## config.mk

```make
export PLATFORM = sky130hd
export DESIGN_NAME = bias_calibrator
export DESIGN_NICKNAME = d
export VERILOG_FILES = /design/src/rtl/bias_calibrator.sv
export SDC_FILE = /design/constraint.sdc
export NUM_CORES = 1
export LEC_CHECK = 0
export ABC_AREA = 1
export BUFFER_PORTS_ARGS = -buffer_cell sky130_fd_sc_hd__buf_4
export CAP_MARGIN = 10
export CORE_MARGIN = 10
export CORE_UTILIZATION = 45
export CTS_CLUSTER_DIAMETER = 60
export DETAILED_ROUTE_END_ITERATION = 7
export PLACE_DENSITY = 0.76
export SYNTH_ARGS = -nofsm -noshare
export SYNTH_HDL_FRONTEND = slang
export SYNTH_SLANG_ARGS = --single-unit
```

## constraint.sdc

```tcl
create_clock -name clk -period 9.2 [get_ports clk]
set_clock_uncertainty 0.1 [all_clocks]
set_input_delay 0.46 -clock clk [delete_from_list [all_inputs] [get_ports clk]]
set_output_delay 0.46 -clock clk [all_outputs]
set_load 0.03 [all_outputs]
```

## src/rtl/bias_calibrator.sv

```systemverilog
module bias_calibrator #(
  parameter int NUM_DOM  = 21,
  parameter int MAX_STEP = 16,
  parameter int SETTLE_W = 8,
  localparam int CODE_W  = $clog2(MAX_STEP + 1) + 1,
  localparam int DOM_W   = (NUM_DOM > 1) ? $clog2(NUM_DOM) : 1
) (
  input  logic                       clk,
  input  logic                       rst_n,
  input  logic                       start,
  input  logic [SETTLE_W-1:0]        settle_cyc,
  input  logic [NUM_DOM-1:0]         test_ack,
  input  logic [NUM_DOM-1:0]         test_pass,
  output logic [NUM_DOM-1:0]         test_req,
  output logic [NUM_DOM*CODE_W-1:0]  bias_code,
  output logic [NUM_DOM-1:0]         dom_fail,
  output logic                       done
);

  localparam logic signed [CODE_W-1:0] CODE_HI = CODE_W'(MAX_STEP);
  localparam logic signed [CODE_W-1:0] CODE_LO = -CODE_HI;

  typedef enum logic [1:0] {S_IDLE, S_SETTLE, S_TEST} st_t;

  st_t                       state;
  logic [DOM_W-1:0]          dom_q;
  logic [SETTLE_W-1:0]       cnt_q;
  logic signed [CODE_W-1:0]  bias_q [NUM_DOM];

  logic signed [CODE_W-1:0]  cur_code;
  logic                      ack_cur, pass_cur, last_dom;

  assign cur_code = bias_q[dom_q];
  assign ack_cur  = test_ack[dom_q];
  assign pass_cur = test_pass[dom_q];
  assign last_dom = (dom_q == DOM_W'(NUM_DOM - 1));

  always_ff @(posedge clk or negedge rst_n) begin
    if (!rst_n) begin
      state    <= S_IDLE;
      dom_q    <= '0;
      cnt_q    <= '0;
      done     <= 1'b0;
      dom_fail <= '0;
      for (int i = 0; i < NUM_DOM; i++) bias_q[i] <= '0;
    end else begin
      case (state)
        S_IDLE: if (start) begin
          dom_q     <= '0;
          bias_q[0] <= CODE_LO;
          cnt_q     <= '0;
          done      <= 1'b0;
          dom_fail  <= '0;
          state     <= S_SETTLE;
        end
        S_SETTLE: begin
          if (cnt_q >= settle_cyc) state <= S_TEST;
          else                     cnt_q <= cnt_q + 1'b1;
        end
        S_TEST: if (ack_cur) begin
          cnt_q <= '0;
          if (!pass_cur && cur_code != CODE_HI) begin
            bias_q[dom_q] <= cur_code + CODE_W'(1);
            state         <= S_SETTLE;
          end else begin
            if (!pass_cur) dom_fail[dom_q] <= 1'b1;
            if (last_dom) begin
              state <= S_IDLE;
              done  <= 1'b1;
            end else begin
              dom_q                 <= dom_q + 1'b1;
              bias_q[dom_q + 1'b1]  <= CODE_LO;
              state                 <= S_SETTLE;
            end
          end
        end
        default: state <= S_IDLE;
      endcase
    end
  end

  always_comb begin
    test_req = '0;
    if (state == S_TEST) test_req[dom_q] = 1'b1;
  end

  for (genvar g = 0; g < NUM_DOM; g++) begin : g_dom
    assign bias_code[g*CODE_W +: CODE_W] = bias_q[g];

    AST_CODE_RANGE: assert property (@(posedge clk) disable iff (!rst_n)
      (bias_q[g] >= CODE_LO) && (bias_q[g] <= CODE_HI));
    AST_FAIL_AT_TOP: assert property (@(posedge clk) disable iff (!rst_n)
      dom_fail[g] |-> bias_q[g] == CODE_HI);
    AST_STEP_UP: assert property (@(posedge clk) disable iff (!rst_n)
      (test_req[g] && test_ack[g] && !test_pass[g] && bias_q[g] != CODE_HI)
      |=> bias_q[g] == $past(bias_q[g]) + CODE_W'(1));
    AST_KEEP_PASS: assert property (@(posedge clk) disable iff (!rst_n)
      (test_req[g] && test_ack[g] && test_pass[g]) |=> bias_q[g] == $past(bias_q[g]));
  end

  AST_ONE_REQ: assert property (@(posedge clk) disable iff (!rst_n)
    $onehot0(test_req));
  AST_REQ_NOT_DONE: assert property (@(posedge clk) disable iff (!rst_n)
    (test_req != '0) |-> !done);
  AST_HOLD_DONE: assert property (@(posedge clk) disable iff (!rst_n)
    (done && !start) |=> $stable(bias_code));

endmodule

```

## Word level (Yosys, flattened, before mapping)

Index checks and enable logic that the tools add are counted.

- Bits in writable memories: 0
- Input bits: 53
- ROM bits: 0
- Register bits after elaboration: 163
- Output and inout port bits: 169
- Logic and storage cells: 116
- Memories: 0
- Latch bits: 0

- Equality and inequality tests: 14
- $mul: 0
- Add/subtract/negate cells: 3
- Muxes and demuxes: 45
- Reductions and logical operators: 15
- Shift operators: 0
- Order comparisons: 7
- Bitwise operators: 6
- Divide/modulo/power cells: 0

Operators with widths:

| kind | count |
|---|---|
| 126-bit 2-to-1 mux | 3 |
| 126-bit bitwise mux | 1 |
| 21-bit 2-to-1 mux | 5 |
| 84-bit AND | 1 |
| 84-bit inverter | 1 |
| 6-bit demux with 5-bit select | 2 |
| 42-bit bitwise OR | 1 |
| 21-bit case mux with 2 select lines | 1 |
| 6-bit binary-select mux with 5-bit select | 1 |
| 6-bit 2-to-1 mux | 5 |
| 8-bit 2-to-1 mux | 3 |
| 8-bit case mux with 3 select lines | 1 |
| 21-bit bitwise OR | 1 |
| 5-bit 2-to-1 mux | 4 |
| 2-bit != test (second input constant) | 8 |
| 5-bit AND reduction | 3 |
| 6-bit >= comparator (second input constant) | 2 |
| 6-bit by 1-bit < comparator with 1-bit output (second input constant) | 2 |
| 5-bit inverter with 6-bit output | 2 |
| 6-bit case mux with 2 select lines | 1 |
| 1-bit binary-select mux with 5-bit select | 2 |
| 5-bit case mux with 2 select lines | 1 |
| 8-bit by 1-bit adder with 8-bit output (second input constant) | 1 |
| 8-bit >= comparator | 1 |
| 22 further kinds | 37 |

## Logic depth before layout (Yosys ltp)

- Depth after elaboration: 12
- Gate-level depth with buffers: 25
- Mapped depth without buffers: 20

## Worst setup path before layout

Ideal clock, no wire load.

- Path type: reg2reg
- From: register dom_q[0]
- To: register bias_q (netlist bit bias_code[64])
- Setup slack: 5972 ps
- Data required time: 8983 ps
- Arrival time: 3011 ps
- Period minus slack after synthesis: 3228 ps
- Buffers on the path: 6
- Cell stages (with the launch flop): 25
- Library setup time: 117 ps
- Path through: dfrtp_1 buf_4 inv_2 buf_6 buf_6 buf_6 o21ai_0 nand2_1 nand2_1 nand2_1 nor2_1 nand2_2 inv_2 clkbuf_1 ha_1 inv_1 a21oi_1 nand3_2 nand2_4 nand2_1 nand2_4 buf_4 a21oi_1 nand2_1 nand2_1

- Longest elaborated chain between the ends: 9
- Elaborated cells between the ends (all ways): 31
- Those cells by class: add/sub (2); order compare (4); eq/ne (3); mux (14); bitwise (3); reduce/logical (5)

Ends and longest elaborated chain:

| item | RTL line | RTL |
|---|---|---|
| start, declared | 26 | `logic [DOM_W-1:0] dom_q;` |
| start signal, assigned | 71 | `dom_q <= dom_q + 1'b1;` |
| 5-bit by 1-bit adder with 5-bit output | 72 | `bias_q[dom_q + 1'b1] <= CODE_LO;` |
| 5-bit inverter with 6-bit output (not written as such) | 72 |  |
| 6-bit >= comparator (not written as such) or 6-bit by 1-bit < comparator with 1-bit output (tied branches) | 72 |  |
| 1-bit logical AND (not written as such) | 72 |  |
| 6-bit 2-to-1 mux (not written as such) | 72 |  |
| 6-bit demux with 5-bit select | 72 |  |
| 42-bit bitwise OR (no line) | n/a |  |
| 126-bit 2-to-1 mux | 67 | `if (last_dom) begin` |
| 126-bit 2-to-1 mux | 62 | `if (!pass_cur && cur_code != CODE_HI) begin` |
| end signal, assigned by index | 63 | `bias_q[dom_q] <= cur_code + CODE_W'(1);` |
| end, declared | 28 | `logic signed [CODE_W-1:0] bias_q [NUM_DOM];` |

Parallel ways exist; a longest one is shown, timed or not. The select of a mux whose other input is x is not followed.
A chain may end at the register's enable or synchronous reset.

## Final worst setup path

- From: register dom_q[0]
- To: register bias_q (netlist bit bias_code[56])

- Longest elaborated chain between the ends: 10
- Elaborated cells between the ends (all ways): 32
- Those cells by class: add/sub (2); order compare (4); eq/ne (3); mux (14); bitwise (4); reduce/logical (5)

Ends and longest elaborated chain:

| item | RTL line |
|---|---|
| 5-bit by 1-bit adder with 5-bit output | 72 |
| 5-bit inverter with 6-bit output (not written as such) | 72 |
| 6-bit >= comparator (not written as such) or 6-bit by 1-bit < comparator with 1-bit output (tied branches) | 72 |
| 1-bit logical AND (not written as such) | 72 |
| 6-bit 2-to-1 mux (not written as such) | 72 |
| 6-bit demux with 5-bit select | 72 |
| 84-bit inverter (no line) | n/a |
| 84-bit AND (no line) | n/a |
| 126-bit 2-to-1 mux | 67 |
| 126-bit 2-to-1 mux | 62 |

Parallel ways exist; a longest one is shown, timed or not. The select of a mux whose other input is x is not followed.

==> out/qor.yml <==
final_layout:
  drive_gt1_frac: 0.167
  final_common_cell: "nand2_1"
  final_nets: 1848
  syn_to_final_growth_pct: 22.6
  final_cell_mix: "nand2_1, buf_4, inv_1, dfrtp_1, nor2_1"
  fin_cells: 2075
  n_antenna_cell: 0
clock_tree:
  cts_tree: "done"
  cts_resized: 0
  cts_htree_levels: 4
  cts_made_buffers: 17
  clk_pin_slew_ns: 0.07
  ctsHoldBuffers: 0
  post-cts-setup-buffers: 0
  clock_latency_ns: 0.44
  cts.sinks: 163
  clockBufferDepth: 2
  cts_root_buf: "clkbuf_16"
job:
  max-cap-violations: 0
setup_path:
  crit_chain: "inv_2 -> buf_4 -> nand3_1 -> nor2_2 -> nand2_1 -> nand2_1 -> nor2_1 -> nand2_2 -> inv_2 -> ha_1 -> inv_1 -> a21oi_1 -> nand3_2 -> nand2_4 -> inv_2 -> buf_4 -> nand2_1 -> o21ai_1 -> nand2_1 -> nand2_1 -> nand2_1"
  cp-start-kind: "flop"
  r2r-end: "bias_code[56]$_DFFE_PN0P_"
  reg2reg_setup_slack_ns: 3.73
  critPathKind: "reg2reg"
  required_ns: 9.43
  reg2regPathDepth: 21
  crit_start: "dom_q[0]$_DFFE_PN0P_"
  critPathMaxStageDelay_ns: 0.61
  worst_path_max_delay_cell: "buf_4"
  arrival_ns: 5.70
  path_max_fanout: 79
  endpoint_kind: "flop"
  cp_common_cell: "nand2_1"
  r2r_start: "dom_q[0]$_DFFE_PN0P_"
placement:
  port_buffers: 221
  place_congestion: 0.995
  place_inst: 2043
  dp_hpwl_um: 28100
floorplan:
  die_y_um: 172
  initial_utilization: 0.458
  core-area_um2: 22700
  ios: 222
  die_w_um: 172
  dieArea_um2: 29600
  num_rows: 55
routing:
  via_per_inst: 5.42
  ant_nets: 0
  wirelength_um: 38200
  drt_iter0_drc: 1192
  dr.pass1.iters: 5
  post_drt_wl_per_cell_um: 18.4
  drcViolationCount: 0
  via_count: 11200
hold_path:
  hp-class: "in2async"
synth:
  syn-num-nets: 1665
  yosys_warnings: 0
  synth.distinct_cells: 38
  seq_area_frac_synth: 0.393
  postSynthCellCount: 1594
  synth-seq-cells: 163
  synth_area_um2: 10400
  synth_edf_count: 0
  syn_area_per_cell_um2: 6.52
  ys_async_sr_fraction: 1.00
  ys.flop_type: "dfrtp_1"
sta:
  report.final.slew_viol_count: 0
  max_slew_margin: 0.289
  holdWs_ns: -0.00570
  post-route-min-period_ns: 5.47
  fmax_mhz: 183
  fin_crit_sh: 0.595
  rsz0062_at_grt: "no"
  tns_ns: 0
  setup_viol: 0
  worst_slew_pin_slew_ns: 1.07
  hold_violations: 2
global_routing:
  first_global_vias: 10600
  grt-ovfl-total: 0
  grt_max_degree: 104
  antenna_found_initial: 0
  grt_usage: 0.254
  grt_pass1_wl_um: 58800
outcome:
  violations: "hold timing"
  status: "finished with violations"
pwr:
  p_leak_nw: 6.91
  power_density_nw_per_um2: 197
  ir_drop_mv: 0.134
-- synthesized netlist by cell type, types with 2 or more instances --
| master | count | area, µm² |
|---|---|---|
| buf_2 | 31 | 155 |
| inv_1 | 173 | 649 |
| buf_6 | 6 | 67.6 |
| xor2_1 | 3 | 26.3 |
| nor2_4 | 6 | 67.6 |
| a21boi_0 | 3 | 22.5 |
| o21ai_1 | 46 | 230 |
| nand2_2 | 3 | 18.8 |
| nor2_2 | 7 | 43.8 |
| o22ai_1 | 7 | 43.8 |
| nand3_1 | 102 | 510 |
| nor2_1 | 154 | 578 |
| a21oi_2 | 8 | 70.1 |
| buf_4 | 14 | 105 |
| nor3_1 | 3 | 15.0 |
| clkbuf_1 | 13 | 48.8 |
| dfrtp_1 | 163 | 4080 |
| inv_2 | 5 | 18.8 |
| nand3_2 | 2 | 20.0 |
| ha_1 | 18 | 225 |
| nand4_1 | 6 | 37.5 |
| a21oi_1 | 25 | 125 |
| nand2_1 | 640 | 2400 |
| nand2_4 | 2 | 22.5 |
| o21ai_0 | 141 | 706 |
-- through the flow --
stage          utilization  area, µm²  setup WS, ns  hold slack, ns  total power [mW]
2_1_floorplan            -      10400          5.97          0.0644              1.44
3_3_place_gp         0.533      12100          3.97           0.367              1.69
3_5_place_dp         0.533      12100          3.86           0.374              1.70
4_1_cts              0.561      12700          3.84          0.0675              2.49
5_1_grt              0.561      12700          3.33          0.0984              2.63
6_report             0.561      12700          3.73        -0.00570              2.50
-- registers in the layout, summed over array words and instances, names as in the netlist --
register / cells
dom_q: 5
done: 1
state: 2
bias_code: 126
cnt_q: 8
dom_fail: 21
-- metal layers --
layer  routed length [µm]  share of wire  GRT usage
met1                14800           0.39      0.318
met2                18300           0.48      0.413
met3                 3810           0.10     0.0622
met4                 1280          0.033     0.0978
met5                    0              0          0
-- worst max-delay path: cells and delay by family (launching register included) --
family / cells / cell delay [ns]
buffers and inverters: 6 / 2.22
and+or+nand+nor: 12 / 1.90
DFF: 1 / 0.55
adders and majority gates: 1 / 0.27
AOI/OAI and AO/OA: 2 / 0.24
-- power by group --
| group | internal (mW) | switching [mW] | total (mW) |
|---|---|---|---|
| Clock | 0.472 | 0.323 | 0.795 |
| Combinational | 0.216 | 0.694 | 0.910 |
| Sequential | 0.755 | 0.0453 | 0.800 |
| Total | 1.44 | 1.06 | 2.50 |
-- cell type report --
cell class / instances / area [µm²]
clock inverter: 14 / 213
inverter: 179 / 672
tap: 285 / 357
sequential: 163 / 4080
multi-input combinational: 1187 / 5260
clock buffer: 18 / 439
timing repair buffer: 229 / 1720
fill: 2233 / 9960
-- cell families (layout without fill, tap and decap cells) --
logic type               Yosys count  count (layout)  synth area share
AND/OR/NAND/NOR                  928             928             0.360
flip-flops                       163             163             0.393
adder cells (fa/ha/maj)           18              18            0.0217
buffers and inverters            244             440             0.101
AO/OA/AOI/OAI                    238             238             0.122
XOR/XNOR                           3               3           0.00253
-- how the worst max path moves through the flow --
stage	end	slack, ns	depth (start not counted)
global route	bias_code[92]$_DFFE_PN0P_	3.33	21
floorplan	bias_code[64]$_DFFE_PN0P_	5.97	24
finish	bias_code[56]$_DFFE_PN0P_	3.73	21
global placement	bias_code[68]$_DFFE_PN0P_	3.97	19
detailed placement	bias_code[67]$_DFFE_PN0P_	3.86	19
CTS	bias_code[69]$_DFFE_PN0P_	3.84	19
Note: power is estimated with default switching activity, not from simulation.
